--- config.mk ---
export PLATFORM = sky130hd
export DESIGN_NAME = vme_requester
export DESIGN_NICKNAME = d
export VERILOG_FILES = /design/src/rtl/vme_req_pkg.sv /design/src/rtl/vme_rr_arb.sv /design/src/rtl/vme_bus_lines.sv /design/src/rtl/vme_requester.sv
export SDC_FILE = /design/constraint.sdc
export NUM_CORES = 1
export LEC_CHECK = 0
export ABC_CLOCK_PERIOD_IN_PS = 7580
export BUFFER_PORTS_ARGS = -buffer_cell sky130_fd_sc_hd__buf_4
export CAP_MARGIN = 0
export CELL_PAD_IN_SITES_DETAIL_PLACEMENT = 0
export CELL_PAD_IN_SITES_GLOBAL_PLACEMENT = 1
export CORE_ASPECT_RATIO = 1.2
export CORE_MARGIN = 1
export CORE_UTILIZATION = 26
export CTS_CLUSTER_SIZE = 30
export DETAILED_ROUTE_END_ITERATION = 7
export GPL_TIMING_DRIVEN = 0
export PLACE_DENSITY_LB_ADDON = 0.2
export SLEW_MARGIN = 10
export SYNTH_ARGS = -nofsm -noshare
export SYNTH_HDL_FRONTEND = slang
export SYNTH_HIERARCHICAL = 1
export SYNTH_SLANG_ARGS = --single-unit
--- constraint.sdc ---
create_clock -name clk -period 7.58 [get_ports clk]
set_input_delay 2.274 -clock clk [delete_from_list [all_inputs] [get_ports clk]]
set_output_delay 2.274 -clock clk [all_outputs]
set_load 0.005 [all_outputs]
--- src/rtl/vme_req_pkg.sv ---
package vme_req_pkg;

    localparam int unsigned NUM_LVL = 4;
    localparam int unsigned LVL_W   = $clog2(NUM_LVL);

    typedef enum logic [2:0] {
        ST_IDLE  = 3'd0,   // bus not held, not asking
        ST_REQ   = 3'd1,   // request line driven, awaiting grant
        ST_SEIZE = 3'd2,   // busy taken, request dropped, no owner yet
        ST_OWN   = 3'd3,   // one channel owns the master port
        ST_PARK  = 3'd4    // busy kept, no owner (release-on-request)
    } req_st_e;

    typedef struct packed {
        logic [LVL_W-1:0] lvl;
        logic             fair;
        logic             ror;
    } req_cfg_t;

    function automatic logic [NUM_LVL-1:0] lvl_hot(input logic [LVL_W-1:0] l);
        lvl_hot = NUM_LVL'(1) << l;
    endfunction

    function automatic logic holds_bus(input req_st_e s);
        holds_bus = (s == ST_SEIZE) || (s == ST_OWN) || (s == ST_PARK);
    endfunction

endpackage

--- src/rtl/vme_rr_arb.sv ---
module vme_rr_arb #(
    parameter int unsigned N  = 4,
    localparam int unsigned CW = (N > 1) ? $clog2(N) : 1
) (
    input  logic [N-1:0]  req,
    input  logic [CW-1:0] last,
    output logic [CW-1:0] pick,
    output logic          vld
);
    logic [CW:0] scan;

    // Scan from last+N down to last+1 so the nearest successor wins.
    always_comb begin
        pick = '0;
        vld  = 1'b0;
        scan = '0;
        for (int k = N; k >= 1; k--) begin
            scan = {1'b0, last} + (CW+1)'(k);
            if (scan >= (CW+1)'(N)) scan = scan - (CW+1)'(N);
            if (req[scan[CW-1:0]]) begin
                pick = scan[CW-1:0];
                vld  = 1'b1;
            end
        end
    end

endmodule

--- src/rtl/vme_bus_lines.sv ---
module vme_bus_lines
    import vme_req_pkg::*;
(
    input  logic                clk,
    input  logic                rst,
    input  logic [LVL_W-1:0]    lvl,
    input  logic                drive_req,
    input  logic                bg_in,
    output logic [NUM_LVL-1:0]  br_out,
    output logic                bg_out
);
    logic [NUM_LVL-1:0] sel;
    assign sel = lvl_hot(lvl);

    for (genvar g = 0; g < NUM_LVL; g++) begin : g_lvl
        assign br_out[g] = drive_req & sel[g];
    end

    // A grant is consumed only while this block is asking for one.
    assign bg_out = bg_in & ~drive_req;

    a_r10_grant_forward: assert property (@(posedge clk) disable iff (rst)
        (!(|br_out) && bg_in) |-> bg_out);

    a_r1_single_line: assert property (@(posedge clk) disable iff (rst)
        $onehot0(br_out));

endmodule

--- src/rtl/vme_requester.sv ---
module vme_requester
    import vme_req_pkg::*;
#(
    parameter int unsigned N_CH = 4,
    localparam int unsigned CW  = (N_CH > 1) ? $clog2(N_CH) : 1
) (
    input  logic               clk,
    input  logic               rst,
    input  logic [LVL_W-1:0]   cfg_lvl,
    input  logic               cfg_fair,
    input  logic               cfg_ror,
    input  logic [N_CH-1:0]    ch_req,
    input  logic [N_CH-1:0]    ch_done,
    input  logic [N_CH-1:0]    ch_berr,
    input  logic [NUM_LVL-1:0] br_in,
    input  logic               bg_in,
    output logic [NUM_LVL-1:0] br_out,
    output logic               bbsy,
    output logic               bg_out,
    output logic [N_CH-1:0]    ch_gnt
);
    req_cfg_t         cfg;
    req_st_e          st_q;
    logic [CW-1:0]    own_q, last_q;
    logic [N_CH-1:0]  own_mask, arb_req;
    logic [CW-1:0]    arb_pick;
    logic             arb_vld;
    logic             acc_end, foreign_req, lvl_busy;

    assign cfg         = '{lvl: cfg_lvl, fair: cfg_fair, ror: cfg_ror};
    assign own_mask    = N_CH'(1) << own_q;
    assign acc_end     = |(own_mask & (ch_done | ch_berr));
    assign foreign_req = |br_in;
    assign lvl_busy    = br_in[cfg.lvl];
    assign arb_req     = (st_q == ST_OWN) ? (ch_req & ~own_mask) : ch_req;

    vme_rr_arb #(.N(N_CH)) i_arb (
        .req  (arb_req),
        .last (last_q),
        .pick (arb_pick),
        .vld  (arb_vld)
    );

    vme_bus_lines i_lines (
        .clk       (clk),
        .rst       (rst),
        .lvl       (cfg.lvl),
        .drive_req (st_q == ST_REQ),
        .bg_in     (bg_in),
        .br_out    (br_out),
        .bg_out    (bg_out)
    );

    always_ff @(posedge clk) begin
        if (rst) begin
            st_q   <= ST_IDLE;
            own_q  <= '0;
            last_q <= CW'(N_CH - 1);
        end else begin
            unique case (st_q)
                ST_IDLE:
                    if (|ch_req && !(cfg.fair && lvl_busy)) st_q <= ST_REQ;
                ST_REQ:
                    if (bg_in) st_q <= ST_SEIZE;
                ST_SEIZE:
                    if (arb_vld) begin
                        st_q   <= ST_OWN;
                        own_q  <= arb_pick;
                        last_q <= arb_pick;
                    end else begin
                        st_q <= ST_IDLE;
                    end
                ST_OWN:
                    if (acc_end) begin
                        if (!cfg.ror || foreign_req) begin
                            st_q <= ST_IDLE;
                        end else if (arb_vld) begin
                            own_q  <= arb_pick;
                            last_q <= arb_pick;
                        end else begin
                            st_q <= ST_PARK;
                        end
                    end
                ST_PARK:
                    if (foreign_req) begin
                        st_q <= ST_IDLE;
                    end else if (arb_vld) begin
                        st_q   <= ST_OWN;
                        own_q  <= arb_pick;
                        last_q <= arb_pick;
                    end
                default: st_q <= ST_IDLE;
            endcase
        end
    end

    assign bbsy   = holds_bus(st_q);
    assign ch_gnt = (st_q == ST_OWN) ? own_mask : '0;

    a_r11_one_owner: assert property (@(posedge clk) disable iff (rst)
        $onehot0(ch_gnt));

    a_r5_owner_has_bus: assert property (@(posedge clk) disable iff (rst)
        (|ch_gnt) |-> (bbsy && br_out == '0));

    a_r5_seize: assert property (@(posedge clk) disable iff (rst)
        ((|br_out) && bg_in) |=> (bbsy && br_out == '0 && ch_gnt == '0));

    a_r6_release_done: assert property (@(posedge clk) disable iff (rst)
        (!cfg_ror && (|(ch_gnt & (ch_done | ch_berr)))) |=> !bbsy);

    a_r3_fair_hold: assert property (@(posedge clk) disable iff (rst)
        (cfg_fair && !bbsy && br_out == '0 && br_in[cfg_lvl]) |=> br_out == '0);

    a_r9_handoff_after_end: assert property (@(posedge clk) disable iff (rst)
        ((|ch_gnt) && (|$past(ch_gnt)) && ch_gnt != $past(ch_gnt))
            |-> $past(|(ch_gnt & (ch_done | ch_berr))));

    a_r12_gap: assert property (@(posedge clk) disable iff (rst)
        $fell(bbsy) |-> br_out == '0);

endmodule

* Word level (Yosys, flattened, before mapping)
Index checks and enable logic that the tools add are counted.
Operators by class: magnitude comparators 9, bitwise logic cells 10, add/subtract/negate cells 8, shift operators 2, mux-type cells 43, reductions and logical operators 14, eq/ne operators 11
Operator list (number):
- two-way mux 2 bit | 17
- two-way mux 3 bit | 7
- less-than comparator 2 x 3 -> 1 bit, second input constant | 5
- one-hot mux 3 bit (5 select lines) | 1
- greater-or-equal comparator 3 bit, second input constant | 4
- one-hot mux 2 bit (3 select lines) | 2
- OR reduction 4 bit | 3
- binary-select mux 1 bit (select 2 bit) | 5
- inequality test 2 bit, second input constant | 5
- two-way mux 1 bit | 9
- AND 4 bit | 2
- two-way mux 4 bit | 2
- << shifter 1 x 2 -> 4 bit, first input constant | 2
- subtractor 2 x 1 -> 2 bit, second input constant | 4
- adder 2 x 2 -> 3 bit, second input constant | 2
- == test 3 x 2 -> 1 bit, second input constant | 2
- inequality test 3 bit, second input constant | 2
- AND 1 bit | 5
- AND reduction 5 bit | 1
- NOT 4 bit | 1
- bitwise OR 4 bit | 1
- AND reduction 4 bit | 1
- adder 2 x 1 -> 3 bit, second input constant | 1
- adder 2 x 3 -> 3 bit, second input constant | 1
- 8 further kinds | 12
Storage, ports and cells: input port bits 23, bits in registers 7, word-level logic and storage cells 100, output and inout port bits 10

* Depth between registers and ports, before layout
word-level depth 14, gate-level depth with buffers 13, mapped depth without buffers 12

* Cells and area by module
Netlist, hierarchy kept.
Modules (own cells, without submodules):
- vme_requester | instances 1, area an instance 594.3 um^2, cells an instance 71
- vme_rr_arb | instances 1, area an instance 91.3 um^2, cells an instance 14
- vme_bus_lines | instances 1, area an instance 42.5 um^2, cells an instance 5

* Least setup slack after synthesis
No wires, ideal clock.
path kind input port to output port, start point in cfg_lvl[1], end point out br_out[1], buffers on the path 0, stages 1, arrival 2.473 ns, setup slack 2.833 ns, path through and3b_1
On the way: word-level cells in the longest chain between the ends 2
Ends and longest elaborated chain:
- from (decl) | RTL line vme_requester.sv:9 | input logic [LVL_W-1:0] cfg_lvl,
- << shifter 1 x 2 -> 4 bit | RTL line vme_req_pkg.sv:21 | lvl_hot = NUM_LVL'(1) << l;
- AND 1 bit | RTL line vme_bus_lines.sv:16 | assign br_out[g] = drive_req & sel[g];
- to (decl) | RTL line vme_requester.sv:17 | output logic [NUM_LVL-1:0] br_out,
Every way passes these cells.

* Worst setup path after layout
start point in cfg_lvl[0], end point out br_out[2]
The elaborated chain is that of the path after synthesis.

==> summary.md <==
| Metric | Value |
|---|---|
| Status | completed |
| Post-CTS Resized | 0 |
| Initial antenna violation count | 0 |
| CTS tree | built |
| FILL cells | 289 |
| Static Leakage | 0.4496 nW |
| Area share of the largest cell type after synthesis | 0.1924 |
| Die Y | 59.98 microns |
| Drt first pass iters | 4 |
| Largest net degree at the start of global routing | 11 |
| Post-synthesis async set-or-reset flop share | 0 |
| Syn Nets | 113 |
| Gpl congestion | 0.7111 |
| Syn avg cell area | 8.091 sq um |
| Post-route DRC violation count | 0 |
| Mux contribution to synthesized area | 0.08935 |
| Power density over the cells | 135.9 mW/mm^2 |
| Post-Route WL | 1.986 mm |
| Initial DRC count | 18 |
| Setup ws final | 2.594 ns |
| Dpl hpwl | 1.620 mm |
| Comb power frac | 0.433 |
| Die Wd | 50.31 microns |
| Tot GR Track Use | 0.1408 |
| Net Sw Power | 0.00004648 W |
| Fraction of synthesized cell area in xor and xnor cells | 0 |
| Worst path required time | 5.31 ns |
| Mean routed wirelength per cell | 12.49 microns |
| IR drop worst, VDD | 0.00006714 V |
| Synth Area in Compound Gates | 0.2509 |
| Seq pwr share | 0.329 |
| Fin util | 0.3981 |
| Fmax | 0.2006 GHz |
| Max FO, Critical Path | 5 |
| HP Class | flip-flop to flip-flop |
| Fin. max-slew vios | 0 |
| CP Launch Type | primary input |
| Synth Warn # | 6 |
| # clock sinks | 7 |
| Seq cells post-synth | 7 |
| Initial core utilization | 0.2798 |
| Main combinational cell family by area after synthesis | simple AND/OR/NAND/NOR gates |
| Setup tns final | 0 ns |
| Port Buffers | 32 |
| Total CTS buffers | 3 |
| Drt via density | approximately 5.1 |
| Clock power frac | 0.238 |
| CP arrival | approximately 2.7 ns |
| Post-synth top cells | a21oi_1, dfxtp_1, nand2b_1, nor2b_1 |
| Synthesis-to-finish area growth | 42.27% |
| Clock transition at the registers of the reported paths | approximately 0.05 ns |
| Switching share of power | 0.3301 |
| Antenna Cells | 0 |
| Clock period minus worst slack | 4.986 ns |
| CTS HTree Levels | 1 |
| Post-Syn Instances | 90 |
| Post-route ant nets | 0 |
| Fin. Hold Viols | 0 |
| RSZ-0062 raised after global routing | no |
| Crit path capture type | output port |
| Max-cap viol count | 0 |
| Final setup fails | 0 |
| Max-slew headroom | 0.6040 |
| P_int | ~0.000094 W |
| Register area share after synthesis | 0.1924 |
| Clock Skews | 0.001877 ns |
| Synth Cell Area | 728.2 sq um |
| Hold-fix buffers at CTS | 0 |
| Area leader, netlist | dfxtp_1 |
| CTS root buffer | clkbuf_4 |
| Die ar. | 0.003017 sq mm |
| Post-synthesis adder-cell area fraction | 0 |
| Synth Area in Simple Gates | 0.4450 |
| Dpl ws | 2.593 ns |
| Layout cells sized above 1 | 0.3968 |
| Number of synthesized flops with an enable pin | 0 |
| Vias in the first global route | 737 |
| Setup Buffers After CTS | 0 |
| Io pins | 33 |
| CTS Buffer Depth | 2 |
| Clk_lat worst skew | 0.24 ns |
| Post-synth cell types | ~40 |
| Top FF cell, synth | dfxtp_1 |
| Nets | 150 |
| Worst slew pin tran | 0.5895 ns |
| First-pass GRT wire length | 3.270 mm |
| Core Footprint | 0.002603 sq mm |
| Grt ovf | 0 |
| Part of the cycle the worst path needs | 0.6578 |
| Site Rows | 20 |
| WS Path Type | primary input to output port |
| Largest cells by area after synthesis | dfxtp_1, mux4_2, nand2b_1 |
| Vias | 809 |
## flip-flops by register name (all words and copies together), names as in the netlist
signal  flops
st_q        3
last_q      2
own_q       2
## power groups by stage
stage	combinational, W	clock [W]	sequential (W)
final	0.0000610	0.0000335	0.0000463
after global routing	0.0000674	0.0000368	0.0000473
after CTS	0.0000614	0.0000342	0.0000463
after detailed placement	0.0000609	0	0.0000471
after global placement	0.0000603	0	0.0000471
after floorplan	0.0000393	0	0.0000458
## kinds of logic after synthesis
logic type | count (synthesis)
compound gates | 26
buf+inv | 4
flops | 7
mux | 4
simple gates | 49
## cell type report
| class | count | area, sq um | share of cell area |
|---|---|---|---|
| multi-input cells | 79 | 571.8 | 0.5519 |
| clock buffers | 4 | 26.28 | 0.02536 |
| inverters | 3 | 11.26 | 0.01087 |
| well taps | 33 | 41.29 | 0.03986 |
| plain buffers | 1 | 5.005 | 0.004831 |
| flip-flops and latches | 7 | 140.1 | 0.1353 |
| repair buffers | 32 | 240.2 | 0.2319 |
## through the flow
stage	area, sq um	total power [W]	hold WS [ns]	cells
finish	1036	0.0001408	0.5475	159
global route	1036	0.0001515	0.5954	159
CTS	1036	0.0001418	0.5525	159
detailed placement	1010	0.0001080	0.5454	155
global placement	1010	0.0001074	0.5340	155
floorplan	728.2	0.00008515	0.4996	90
## metal layers
metal,vias to the layer above,track usage,routed length (microns)
met5,-,0,0
met4,0,0.04762,15
met3,2,0.02290,169
met2,43,0.2514,877
met1,350,0.1702,923
li1,414,-,-
## critical path, cell delays in order
cell and delay [ns]:
buf_4 0.13, and3b_1 0.20, buf_4 0.11
## placed cells by master, fill, tap and decap left out, types with 2 or more instances in the layout
cell type / netlist / routed
buf_4: 0 / 32
a21oi_1: 7 / 7
dfxtp_1: 7 / 7
nand2b_1: 6 / 6
nor2b_1: 6 / 6
nor2_1: 5 / 5
nand2_1: 5 / 5
o21ai_0: 4 / 4
o22ai_1: 3 / 3
or2_1: 3 / 3
nand3b_1: 3 / 3
clkbuf_4: 0 / 3
nor3_1: 2 / 2
and3_1: 2 / 2
nor4_1: 2 / 2
mux4_2: 2 / 2
o21a_1: 2 / 2
nand3_1: 2 / 2
o21ai_2: 2 / 2
inv_1: 2 / 2
mux2i_1: 2 / 2
and3b_1: 2 / 2
## final timing paths
check             slack (ns)  cells past startpoint        end  startpoint
setup / recovery        2.59                      3  br_out[2]  cfg_lvl[0]
hold / removal          0.55                      2  last_q[0]   last_q[0]
setup reg to reg        4.74                     13    st_q[0]     st_q[1]
hold reg to reg         0.55                      2  last_q[0]   last_q[0]
Power figures use the tool's default switching activity.
